<file path="src/rtl/cfg_stream_loader.sv">
module cfg_stream_loader #(
  parameter int OFS_W  = 7,
  parameter int DATA_W = 8,
  parameter int FN_W   = 3,
  parameter int NFN    = 2,
  parameter logic [(1<<OFS_W)-1:0] LOCAL_WMASK = 128'h0000_0000_0000_0000_0000_00FF_F0F0_FFF7,
  parameter logic [OFS_W-1:0] SVID_OFS = 7'h2C
) (
  input  logic                      clk,
  input  logic                      rst_n,
  input  logic                      hdr_vld,
  input  logic [2:0]                zone_en,
  output logic                      word_req,
  input  logic                      word_vld,
  input  logic [OFS_W+DATA_W:0]     word_data,
  output logic                      wr_en,
  output logic                      wr_cfg,
  output logic [NFN-1:0]            wr_fn,
  output logic [OFS_W-1:0]          wr_ofs,
  output logic [DATA_W-1:0]         wr_data,
  output logic                      done,
  output logic                      err
);
  localparam int WORD_W = OFS_W + DATA_W + 1;
  localparam logic [OFS_W-1:0] SVID_HI = SVID_OFS + OFS_W'(1);

  typedef enum logic [2:0] {S_IDLE, S_LOCAL, S_ID, S_FHDR, S_FCFG, S_DONE} st_t;

  st_t              st;
  logic [2:0]       en_q;
  logic [FN_W-1:0]  fn_q;
  logic             fn_bad;

  logic              take, w_cont, id_ok, hdr_bad, ofs_vid;
  logic [OFS_W-1:0]  w_ofs, id_ofs;
  logic [DATA_W-1:0] w_dat;
  logic [FN_W-1:0]   w_fn;

  function automatic st_t first_zone(input logic [2:0] en);
    if (en[0])      return S_LOCAL;
    else if (en[1]) return S_ID;
    else if (en[2]) return S_FHDR;
    else            return S_DONE;
  endfunction

  function automatic logic is_vid(input logic [OFS_W-1:0] o);
    return (o == '0) || (o == OFS_W'(1)) || (o == SVID_OFS) || (o == SVID_HI);
  endfunction

  assign take     = word_req & word_vld;
  assign w_cont   = word_data[WORD_W-1];
  assign w_ofs    = word_data[WORD_W-2 -: OFS_W];
  assign w_dat    = word_data[DATA_W-1:0];
  assign w_fn     = word_data[FN_W-1:0];
  assign id_ok    = (w_ofs < OFS_W'(4));
  assign id_ofs   = w_ofs[1] ? (w_ofs[0] ? SVID_HI : SVID_OFS) : OFS_W'(w_ofs[0]);
  assign hdr_bad  = (w_fn >= FN_W'(NFN));
  assign ofs_vid  = is_vid(w_ofs);
  assign word_req = (st == S_LOCAL) || (st == S_ID) || (st == S_FHDR) || (st == S_FCFG);
  assign done     = (st == S_DONE);

  always_ff @(posedge clk) begin
    if (!rst_n) begin
      st      <= S_IDLE;
      en_q    <= '0;
      fn_q    <= '0;
      fn_bad  <= 1'b0;
      wr_en   <= 1'b0;
      wr_cfg  <= 1'b0;
      wr_fn   <= '0;
      wr_ofs  <= '0;
      wr_data <= '0;
      err     <= 1'b0;
    end else begin
      wr_en <= 1'b0;
      case (st)
        S_IDLE: if (hdr_vld) begin
          en_q <= zone_en;
          st   <= first_zone(zone_en);
        end
        S_LOCAL: if (take) begin
          if (LOCAL_WMASK[w_ofs]) begin
            wr_en <= 1'b1; wr_cfg <= 1'b0; wr_fn <= '0;
            wr_ofs <= w_ofs; wr_data <= w_dat;
          end
          if (!w_cont) st <= first_zone(en_q & 3'b110);
        end
        S_ID: if (take) begin
          if (id_ok) begin
            wr_en <= 1'b1; wr_cfg <= 1'b1; wr_fn <= '1;
            wr_ofs <= id_ofs; wr_data <= w_dat;
          end else begin
            err <= 1'b1;
          end
          if (!w_cont) st <= first_zone(en_q & 3'b100);
        end
        S_FHDR: if (take) begin
          if (!w_cont) begin
            st <= S_DONE;
          end else begin
            st     <= S_FCFG;
            fn_q   <= w_fn;
            fn_bad <= hdr_bad;
            if (hdr_bad) err <= 1'b1;
          end
        end
        S_FCFG: if (take) begin
          if (!fn_bad) begin
            if (ofs_vid) begin
              err <= 1'b1;
            end else begin
              wr_en <= 1'b1; wr_cfg <= 1'b1; wr_fn <= NFN'(1) << fn_q;
              wr_ofs <= w_ofs; wr_data <= w_dat;
            end
          end
          if (!w_cont) st <= S_FHDR;
        end
        default: st <= S_DONE;
      endcase
    end
  end

  AST_IDLE_QUIET: assert property (@(posedge clk) disable iff (!rst_n)
    (st == S_IDLE) |-> (!wr_en && !word_req && !done));
  AST_WR_NEEDS_WORD: assert property (@(posedge clk) disable iff (!rst_n)
    wr_en |-> $past(take));
  AST_LOCAL_MASKED: assert property (@(posedge clk) disable iff (!rst_n)
    (wr_en && !wr_cfg) |-> (LOCAL_WMASK[wr_ofs] && wr_fn == '0));
  AST_ID_BCAST_OFS: assert property (@(posedge clk) disable iff (!rst_n)
    (wr_en && wr_cfg && (&wr_fn)) |-> is_vid(wr_ofs));
  AST_PERFN_NO_VID: assert property (@(posedge clk) disable iff (!rst_n)
    (wr_en && wr_cfg && !(&wr_fn)) |-> ($countones(wr_fn) == 1 && !is_vid(wr_ofs)));
  AST_DONE_STICKY: assert property (@(posedge clk) disable iff (!rst_n)
    done |=> (done && !word_req && !wr_en));
  AST_ERR_STICKY: assert property (@(posedge clk) disable iff (!rst_n)
    err |=> err);
endmodule

</file>
<file path="config.mk">
export PLATFORM = sky130hd
export DESIGN_NAME = cfg_stream_loader
export DESIGN_NICKNAME = d
export VERILOG_FILES = /design/src/rtl/cfg_stream_loader.sv
export SDC_FILE = /design/constraint.sdc
export NUM_CORES = 1
export LEC_CHECK = 0
export CELL_PAD_IN_SITES_DETAIL_PLACEMENT = 0
export CELL_PAD_IN_SITES_GLOBAL_PLACEMENT = 1
export CORE_ASPECT_RATIO = 0.7
export CORE_UTILIZATION = 35
export CTS_CLUSTER_DIAMETER = 50
export CTS_CLUSTER_SIZE = 14
export DETAILED_ROUTE_END_ITERATION = 12
export GPL_TIMING_DRIVEN = 0
export PLACE_DENSITY = 0.9
export SYNTH_ARGS = -nofsm -noshare
export SYNTH_HDL_FRONTEND = slang
export SYNTH_SLANG_ARGS = --single-unit
</file>
<file path="constraint.sdc">
create_clock -name clk -period 3.2 [get_ports clk]
set_input_delay 0.64 -clock clk [delete_from_list [all_inputs] [get_ports clk]]
set_output_delay 0.64 -clock clk [all_outputs]
set_load 0.02 [all_outputs]
</file>
; Word level (Yosys, flattened, before mapping)
; Memory sizes are Yosys's and may differ from the RTL's.
; Index checks and enable logic that the tools add are counted.
; W data, S select, Z words.
[totals]
register_bits = 30
n_memories = 1
romBits = 128
wordCells = 122
[classes]
muxes = 67
n_eq_ne = 24
n_bitwise = 1
reduce_logical = 15
n_shift = 1
order_cmp = 3
[mem_list]
columns = name, words, width, read_ports, rd_clocked_by_memory_dff, wr, line_no
row1 = (no name shown), 128, 1, 1, 0, 0, 82  ; if (LOCAL_WMASK[w_ofs]) begin
[op_table]
columns = operator, count
row1 = $mux W8, 7
row2 = $mux W7, 7
row3 = $mux W3, 13
row4 = $ne A2 B2 Y1 const B, 15
row5 = $mux W1, 25
row6 = $pmux W8 S3, 1
row7 = $pmux W7 S3, 1
row8 = $reduce_and A8 Y1, 2
row9 = $pmux W3 S5, 1
row10 = $eq A7 B6 Y1 const B, 2
row11 = $mux W2, 7
row12 = $pmux W1 S3, 3
row13 = $reduce_and A9 Y1, 1
row14 = $lt A7 B8 Y1 const B, 1
row15 = $eq A7 B1 Y1 const B, 1
row16 = $logic_not A7 Y1, 1
row17 = $lt A7 B3 Y1 const B, 1
row18 = $eq A3 B2 Y1 const B, 2
row19 = $eq A3 B3 Y1 const B, 2
row20 = $logic_or A1 B1 Y1, 6
row21 = $mux W6, 1
row22 = $pmux W2 S3, 1
row23 = $reduce_bool A3 Y1, 2
row24 = $eq A3 B1 Y1 const B, 1
row25 = 7 further kinds, 7

; Logic depth before layout (Yosys ltp)
; Gate-level depths: netlist of run 1.
[depth]
word_depth = 8
mapped_depth = 8
depth_no_buf = 5

; Least setup slack after synthesis of run 1
; Ideal clock, no wire load.
[synth_path]
kind = input port to flip-flop
start = input word_data[11]
end = register wr_fn[1]
required_time_ps = 3076
cell_stages = 7
n_path_buf = 2
slack_ps = 1054
arrival_ps = 2022
setup_ps = 124
cell_sequence = or3_4 a2111oi_4 and3_1 nor3_1 buf_6 buf_8 mux2i_1
[synth_via]
elab_chain_cells = 6
elab_cells_between_ends = 14
[synth_lines]
columns = item, line_no
row1 = start: declaration, 15  ; input logic [OFS_W+DATA_W:0] word_data,
row2 = branches (longest 5 deep; another with $mem_v2 Z128 W1), n/a
row3 = $reduce_and A8 Y1 (no source line) (*), n/a
row4 = end signal: assignment, 70  ; wr_fn <= '0;
row5 = end signal: assignment, 83  ; wr_en <= 1'b1; wr_cfg <= 1'b0; wr_fn <= '0;
row6 = end signal: assignment, 90  ; wr_en <= 1'b1; wr_cfg <= 1'b1; wr_fn <= '1;
row7 = end: declaration, 18  ; output logic [NFN-1:0] wr_fn,
; Every way passes the cells marked *. The select of a mux whose other input is x is not followed.
; A chain may end at the register's enable or synchronous reset.

; Final worst setup path of run 1
[layout_path]
start = register st[2]
end = output word_req
[layout_via]
elab_chain_cells = 4
elab_cells_between_ends = 7
[layout_lines]
columns = item, line_no
row1 = start: declaration, 29  ; st_t st;
row2 = start signal: assignment, 79  ; st <= first_zone(zone_en);
row3 = start signal: assignment, 86  ; if (!w_cont) st <= first_zone(en_q & 3'b110);
row4 = start signal: assignment, 95  ; if (!w_cont) st <= first_zone(en_q & 3'b100);
row5 = $eq A3 B1 Y1 or $eq A3 B2 Y1 (tied branches), 59  ; assign word_req = (st == S_LOCAL) || (st == S_ID) || (st == S_FHDR) || (st == S_FCFG);
row6 = $logic_or A1 B1 Y1 (2 in series), 59
row7 = $logic_or A1 B1 Y1 (*), 59
row8 = end: declaration, 13  ; output logic word_req,
; Mark *: on every way between the ends. The rest lies on a longest branch, timed or not.

==> qor.csv, run 1 <==
metric,value,unit
grt_max_degree,11,
antenna_cells,0,
status,finished clean,
nNetsFinal,261,
drt_iter0_drc,89,
reg2reg_from,st[1]$_SDFFE_PN0P_,
period_share,80.2,%
power_density,767,nW/um^2
worstHoldStart,wr_data[3]$_SDFFE_PN0P_,
yosys_warnings,0,
die_h,58.1,um
clkLatencyLatePin,0.29,ns
antenna_found_initial,0,
cts-root-buf,clkbuf_8,
die_area,4770,um^2
cts_resized,0,
vias,1511,
ctsHoldBuffers,0,
clockBufferDepth,2,
ant_nets,0,
dr.pass1.iters,4,
r2r_end,st[2]$_SDFFE_PN0P_,
fin_worst_skew,0.00727,ns
multi_input_area,906,um^2
cts_buffers,5,
area_delta_synth_final,38.9,%
final_cell_mix,"clkdlybuf4s50_1, nand2_1, dfxtp_1",
timing.final.hold_violations,0,
grt-ovfl-total,0,
worstMarginPinSlew,0.804,ns
post-cts-setup-buffers,0,
coreArea,4110,um^2
end_kind,output port,
startpoint_type,flip-flop,
htreeDepth,2,
synthArstFlopShare,0,%
hpwlAfterDp,2960,um
required,2.56,ns
maxSlewViolCount,0,
fillerInstances,392,
yosysSeqAreaShare,36.9,%
hold_path.class,flip-flop to flip-flop,
rows,19,
fmax,0.390,GHz
clock_sinks,29,
power,1.68,mW
worst_slack,0.634,ns
avgSynthCellArea,8.37,um^2
place.gp.congestion,0.877,
maxCapViolCount,0,
drc,0,
initial_core_util,38.3,%
synth_edf_count,0,
postSynthNetCount,211,
grt_first_pass_wirelength,6180,um
place_ws,0.363,ns
mappedNetlistArea,1570,um^2
avgViaCountPerCell,5.19,
drt_wl_total,4000,um
critPathArrivalTime,1.93,ns
post_drt_wl_per_cell,13.7,um
worstSetupPathType,flip-flop to output port,
clk_pin_slew,0.06,ns
die_w,82.2,um
syn_inst,188,
crit_fanout,10,
grt_pass1_vias,1291,
seqCellArea,581,um^2
io_pins,45,
min_period,2.57,ns
ff2ff_path_depth,6,
dp_cells,283,
slew_headroom,46.4,%
dpl-instance-area,2070,um^2
ir_worst_vdd,0.415,mV
finalSetupViolCount,0,
hold_depth,2,
postLayoutCellArea,2190,um^2
r2r_slack,0.99,ns
min_to,wr_data[3]$_SDFFE_PN0P_,
layout-drive-gt1-share,5.44,%
p_leak,0.788,nW
rsz0062_at_grt,false,
ys_ff_latch,29,
setup_tns,0,ns
port_buffers,43,
final_common_cell,clkdlybuf4s50_1,
yosysUniqueCellTypes,42,
cts_tree,built,
final_cell_count_no_fill,291,
synthFlopType,dfxtp_1,
grt_usage,17.4,%
how the worst max path moves through the flow:
stage	start	end	depth (start not counted)
after detailed placement	word_data[11]	wr_ofs[4]$_SDFFE_PN0P_	8
after global placement	word_data[11]	wr_ofs[3]$_SDFFE_PN0P_	8
after floorplan	word_data[11]	wr_fn[1]$_SDFFE_PN0P_	7
after global routing	word_data[11]	wr_data[7]$_SDFFE_PN0P_	8
final	st[2]$_SDFFE_PN0P_	word_req	3
after CTS	word_data[11]	wr_ofs[4]$_SDFFE_PN0P_	8
registers in the layout (all words and copies together), names as in the netlist:
name and flops:
wr_ofs 7, fn_q 3, err 1, en_q 2, wr_cfg 1, wr_fn 2
wr_en 1, fn_bad 1, wr_data 8, st 3
per-stage QoR:
| stage | util [%] | hold slack (ns) |
|---|---|---|
| 2_1_floorplan | - | 0.501 |
| 6_report | 53.1 | 0.460 |
| 4_1_cts | 53.1 | 0.464 |
| 5_1_grt | 53.1 | 0.476 |
| 3_3_place_gp | 50.3 | 0.442 |
| 3_5_place_dp | 50.3 | 0.453 |
synthesized netlist by cell type, types with 2 or more instances:
| library cell | instances | area, um^2 |
|---|---|---|
| nand2_1 | 35 | 131 |
| dfxtp_1 | 29 | 581 |
| mux2i_1 | 21 | 210 |
| a21oi_1 | 11 | 55.1 |
| nor2_1 | 10 | 37.5 |
| clkbuf_1 | 8 | 30.0 |
| o21ai_0 | 8 | 40.0 |
| nand3_1 | 7 | 35.0 |
| nor2b_1 | 6 | 37.5 |
| inv_1 | 5 | 18.8 |
| nor4b_1 | 4 | 35.0 |
| and2_1 | 3 | 18.8 |
| nand2b_1 | 3 | 18.8 |
| nor3_1 | 3 | 15.0 |
| o311a_1 | 3 | 30.0 |
| a2bb2oi_1 | 2 | 17.5 |
| and3_1 | 2 | 12.5 |
| o211ai_1 | 2 | 15.0 |
| o21a_1 | 2 | 15.0 |
| xnor2_1 | 2 | 17.5 |
worst max-delay path, cell delays in order, from the launching register on:
cell and delay (ns):
dfxtp_1 0.46, clkbuf_1 0.40, xnor2_1 0.17, clkdlybuf4s50_1 0.62
power breakdown:
group,total [mW],leakage [nW],internal [mW],switching [mW]
clock network,0.397,0.0585,0.254,0.143
registers,0.484,0.236,0.441,0.0434
logic,0.797,0.493,0.371,0.426
total,1.68,0.788,1.07,0.612
layer usage:
layer,track usage (%),part of all wire [%]
met1,25.9,53
met2,22.8,39
met3,5.51,6.7
met4,6.77,1.4
met5,0,0
logic make-up (layout without fill, tap and decap cells):
group | count (synthesis) | count (layout) | share of synthesized area (%)
buffers and inverters | 18 | 69 | 5.56
adders and majority gates | 1 | 1 | 0.636
muxes | 21 | 21 | 13.4
xor gates and xnor gates | 2 | 2 | 1.11
AOI/OAI and AO/OA | 38 | 38 | 17.5
and+or+nand+nor | 79 | 79 | 25.0
DFF | 29 | 29 | 36.9
area by class of cell:
cell class	instances	area share [%]
Sequential cell	29	26.6
Inverter	6	1.03
Multi-Input combinational cell	141	41.4
Clock buffer	7	3.95
Timing Repair Buffer	43	19.7
Clock inverter	1	1.37
Buffer	12	2.98
Tap cell	52	2.98
Note: power is estimated with default switching activity, not from simulation.
==> run 2, diff against run 1 <==
--- a/config.mk
+++ b/config.mk
@@ -8,12 +8,12 @@
 export CELL_PAD_IN_SITES_DETAIL_PLACEMENT = 0
 export CELL_PAD_IN_SITES_GLOBAL_PLACEMENT = 1
 export CORE_ASPECT_RATIO = 0.7
-export CORE_UTILIZATION = 35
+export CORE_UTILIZATION = 31
 export CTS_CLUSTER_DIAMETER = 50
 export CTS_CLUSTER_SIZE = 14
 export DETAILED_ROUTE_END_ITERATION = 12
 export GPL_TIMING_DRIVEN = 0
-export PLACE_DENSITY = 0.9
+export PLACE_DENSITY = 0.85
 export SYNTH_ARGS = -nofsm -noshare
 export SYNTH_HDL_FRONTEND = slang
 export SYNTH_SLANG_ARGS = --single-unit
==> constraint.sdc (replaced) <==
create_clock -name clk -period 2.27 [get_ports clk]
set_input_delay 0.454 -clock clk [delete_from_list [all_inputs] [get_ports clk]]
set_output_delay 0.454 -clock clk [all_outputs]
set_load 0.02 [all_outputs]
==> run 2 against run 1 <==
Clock-buffer cell count did not move. Sequential cell count unchanged. Non-clock buffer count stayed put. Worst hold slack lost 0.0036 ns. Clock power grew 6.8%. Setup slack lost 0.51 ns. Final cell count rose by 5.5%. Critical endpoint is now done.
==> qor.csv, run 2 (synthesis results as in run 1) <==
metric,value,unit,change
status,finished clean,,
fmax,0.467,GHz,
drt_wl_total,4030,um,+0.88%
swShare,37.7,%,+1.2 points
utilization,46.1,%,-7.1 points
grt_first_pass_wirelength,6740,um,+9.2%
vias,1507,,-0.26%
rsz0062_at_grt,false,,
antenna_found_initial,0,,unchanged
critical-path-max-stage-delay,0.62,ns,about the same
die_w,87.2,um,+6.1%
pwr-share-seq,30.8,%,+1.9 points
die_h,61.6,um,+6.0%
clock_sinks,29,,unchanged
drc,0,,unchanged
grt_usage,16.8,%,-0.66 points
cts_buffers,5,,unchanged
critPathArrivalTime,1.69,ns,-0.24 ns
place.gp.congestion,0.792,,-9.7%
final_cell_mix,"clkdlybuf4s50_1, nand2_1, dfxtp_1",,
slowest_stage,clkdlybuf4s50_1,,
power,2.29,mW,+37%
layout-drive-gt1-share,9.24,%,+3.8 points
timing.final.hold_violations,0,,unchanged
crit_fanout,9,,-1
dr.pass1.iters,4,,unchanged
grt_pass1_vias,1440,,+12%
setup_tns,0,ns,unchanged
internal_power,1.43,mW,+34%
grt_max_degree,11,,unchanged
antenna_cells,0,,unchanged
io_pins,45,,unchanged
nNetsFinal,261,,unchanged
dpl-instance-area,2090,um^2,+1.0%
cts-root-buf,clkbuf_8,,
period_share,94.4,%,
maxCapViolCount,0,,unchanged
ant_nets,0,,unchanged
maxSlewViolCount,0,,unchanged
hpwlAfterDp,2980,um,+0.74%
min_period,2.14,ns,
fin_worst_skew,0.00378,ns,-0.00349 ns
final_common_cell,clkdlybuf4s50_1,,
largest_reg_flops,8,,unchanged
power_density,1030,nW/um^2,+34%
ir_worst_vdd,0.381,mV,-8.1%
worstMarginPinSlew,0.833,ns,+0.0287 ns
die_area,5370,um^2,+13%
finalSetupViolCount,0,,unchanged
end_kind,output port,,
combPwrFrac,50.7,%,+3.2 points
area_delta_synth_final,41.5,%,
clockBufferDepth,2,,unchanged
whs,0.457,ns,-0.00357 ns
reg_top3,"wr_data (8), wr_ofs (7)",,
postLayoutCellArea,2230,um^2,+1.9%
coreArea,4830,um^2,+18%
ctsHoldBuffers,0,,unchanged
port_buffers,43,,unchanged
slew_headroom,43.7,%,-2.7 points
grt-ovfl-total,0,,unchanged
drt_iter0_drc,54,,-39%
top_register,wr_data,,
avgViaCountPerCell,4.91,,-5.5%
startpoint_type,flip-flop,,
clk_pin_slew,0.06,ns,about the same
p_sw,0.864,mW,+41%
rows,21,,+2
clkLatencyLatePin,0.28,ns,about the same
required,1.82,ns,-0.74 ns
worstSetupPathType,flip-flop to output port,,
pwr-share-clk,18.5,%,-5.2 points
cts_tree,built,,
crit_chain,"buf_2, clkinv_2, nor2_1, clkdlybuf4s50_1",,
htreeDepth,2,,unchanged
post_drt_wl_per_cell,13.1,um,-4.4%
cpLargestDelayFamily,buffers and inverters,,
p_leak,0.812,nW,+3.0%
hold_path.class,flip-flop to flip-flop,,
initial_core_util,32.6,%,-5.7 points
crit_buf_inv,3,,+1
==> run 2: cell count changes in the layout (fill, tap and decap cells not counted), moves of 2 or more <==
cell             delta
dfxtp_2             +2
clkdlybuf4s50_1     -4
dlygate4sd2_1       +2
clkbuf_1            -2
dlymetal6s2s_1      +2
dfxtp_1             -2
==> run 2: power groups by stage <==
stage	logic (mW)	registers [mW]	clock network, mW
finish	1.16	0.707	0.424
CTS	1.15	0.703	0.435
global placement	1.11	0.693	0
global route	1.26	0.722	0.463
floorplan	0.652	0.783	0
detailed placement	1.12	0.695	0
==> run 2: path summary, 6_finish.rpt <==
check	cells after the start	slack, ns	end	start
worst max-delay path	4	0.13	done	st[0]$_SDFFE_PN0P_
worst min-delay path	2	0.46	wr_data[5]$_SDFFE_PN0P_	wr_data[5]$_SDFFE_PN0P_
worst max register to register	8	0.28	wr_data[6]$_SDFFE_PN0P_	st[0]$_SDFFE_PN0P_
worst min register to register	2	0.46	wr_data[5]$_SDFFE_PN0P_	wr_data[5]$_SDFFE_PN0P_
==> run 2: timing repair <==
| item | in CTS | in global routing |
|---|---|---|
| gates resized for setup | 6 | 9 |
| buffers inserted | 1 | 0 |
| setup endpoints to repair | 12 | 23 |
| pin swaps | 0 | 1 |
==> run 2: layer usage <==
metal	global-route usage, %	vias to the layer above	routed length (um)
met5	0	-	0
met4	7.03	0	48
met3	5.23	7	249
met2	24.6	37	1730
met1	22.9	696	2000
li1	-	767	-
==> run 2: final cells by class <==
class | count | area (um^2)
buffer | 11 | 65.1
timing repair buffer | 44 | 453
multi-input combinational | 141 | 930
inverter | 6 | 23.8
fill | 484 | 2610
clock buffer | 7 | 86.3
sequential | 29 | 583
tap | 69 | 86.3
==> run 2: tightest hold or removal path, stage by stage, from the launching register on <==
cell and delay (ns):
dfxtp_1 0.31, nand2_1 0.05, mux2i_1 0.05
==> run 2: metrics by stage <==
stage / cells / setup slack, ns
2_1_floorplan: 188 / 0.310
3_3_place_gp: 300 / -0.380
3_5_place_dp: 300 / -0.420
4_1_cts: 307 / 0.00471
5_1_grt: 307 / 0.00482
6_report: 307 / 0.127
==> run 3, diff against run 2 <==
--- a/config.mk
+++ b/config.mk
@@ -14,6 +14,7 @@
 export DETAILED_ROUTE_END_ITERATION = 12
 export GPL_TIMING_DRIVEN = 0
 export PLACE_DENSITY = 0.85
+export SLEW_MARGIN = 15
 export SYNTH_ARGS = -nofsm -noshare
 export SYNTH_HDL_FRONTEND = slang
 export SYNTH_SLANG_ARGS = --single-unit
==> results of run 3 <==
The final DEF is identical to that of run 2; final timing and power are the same.
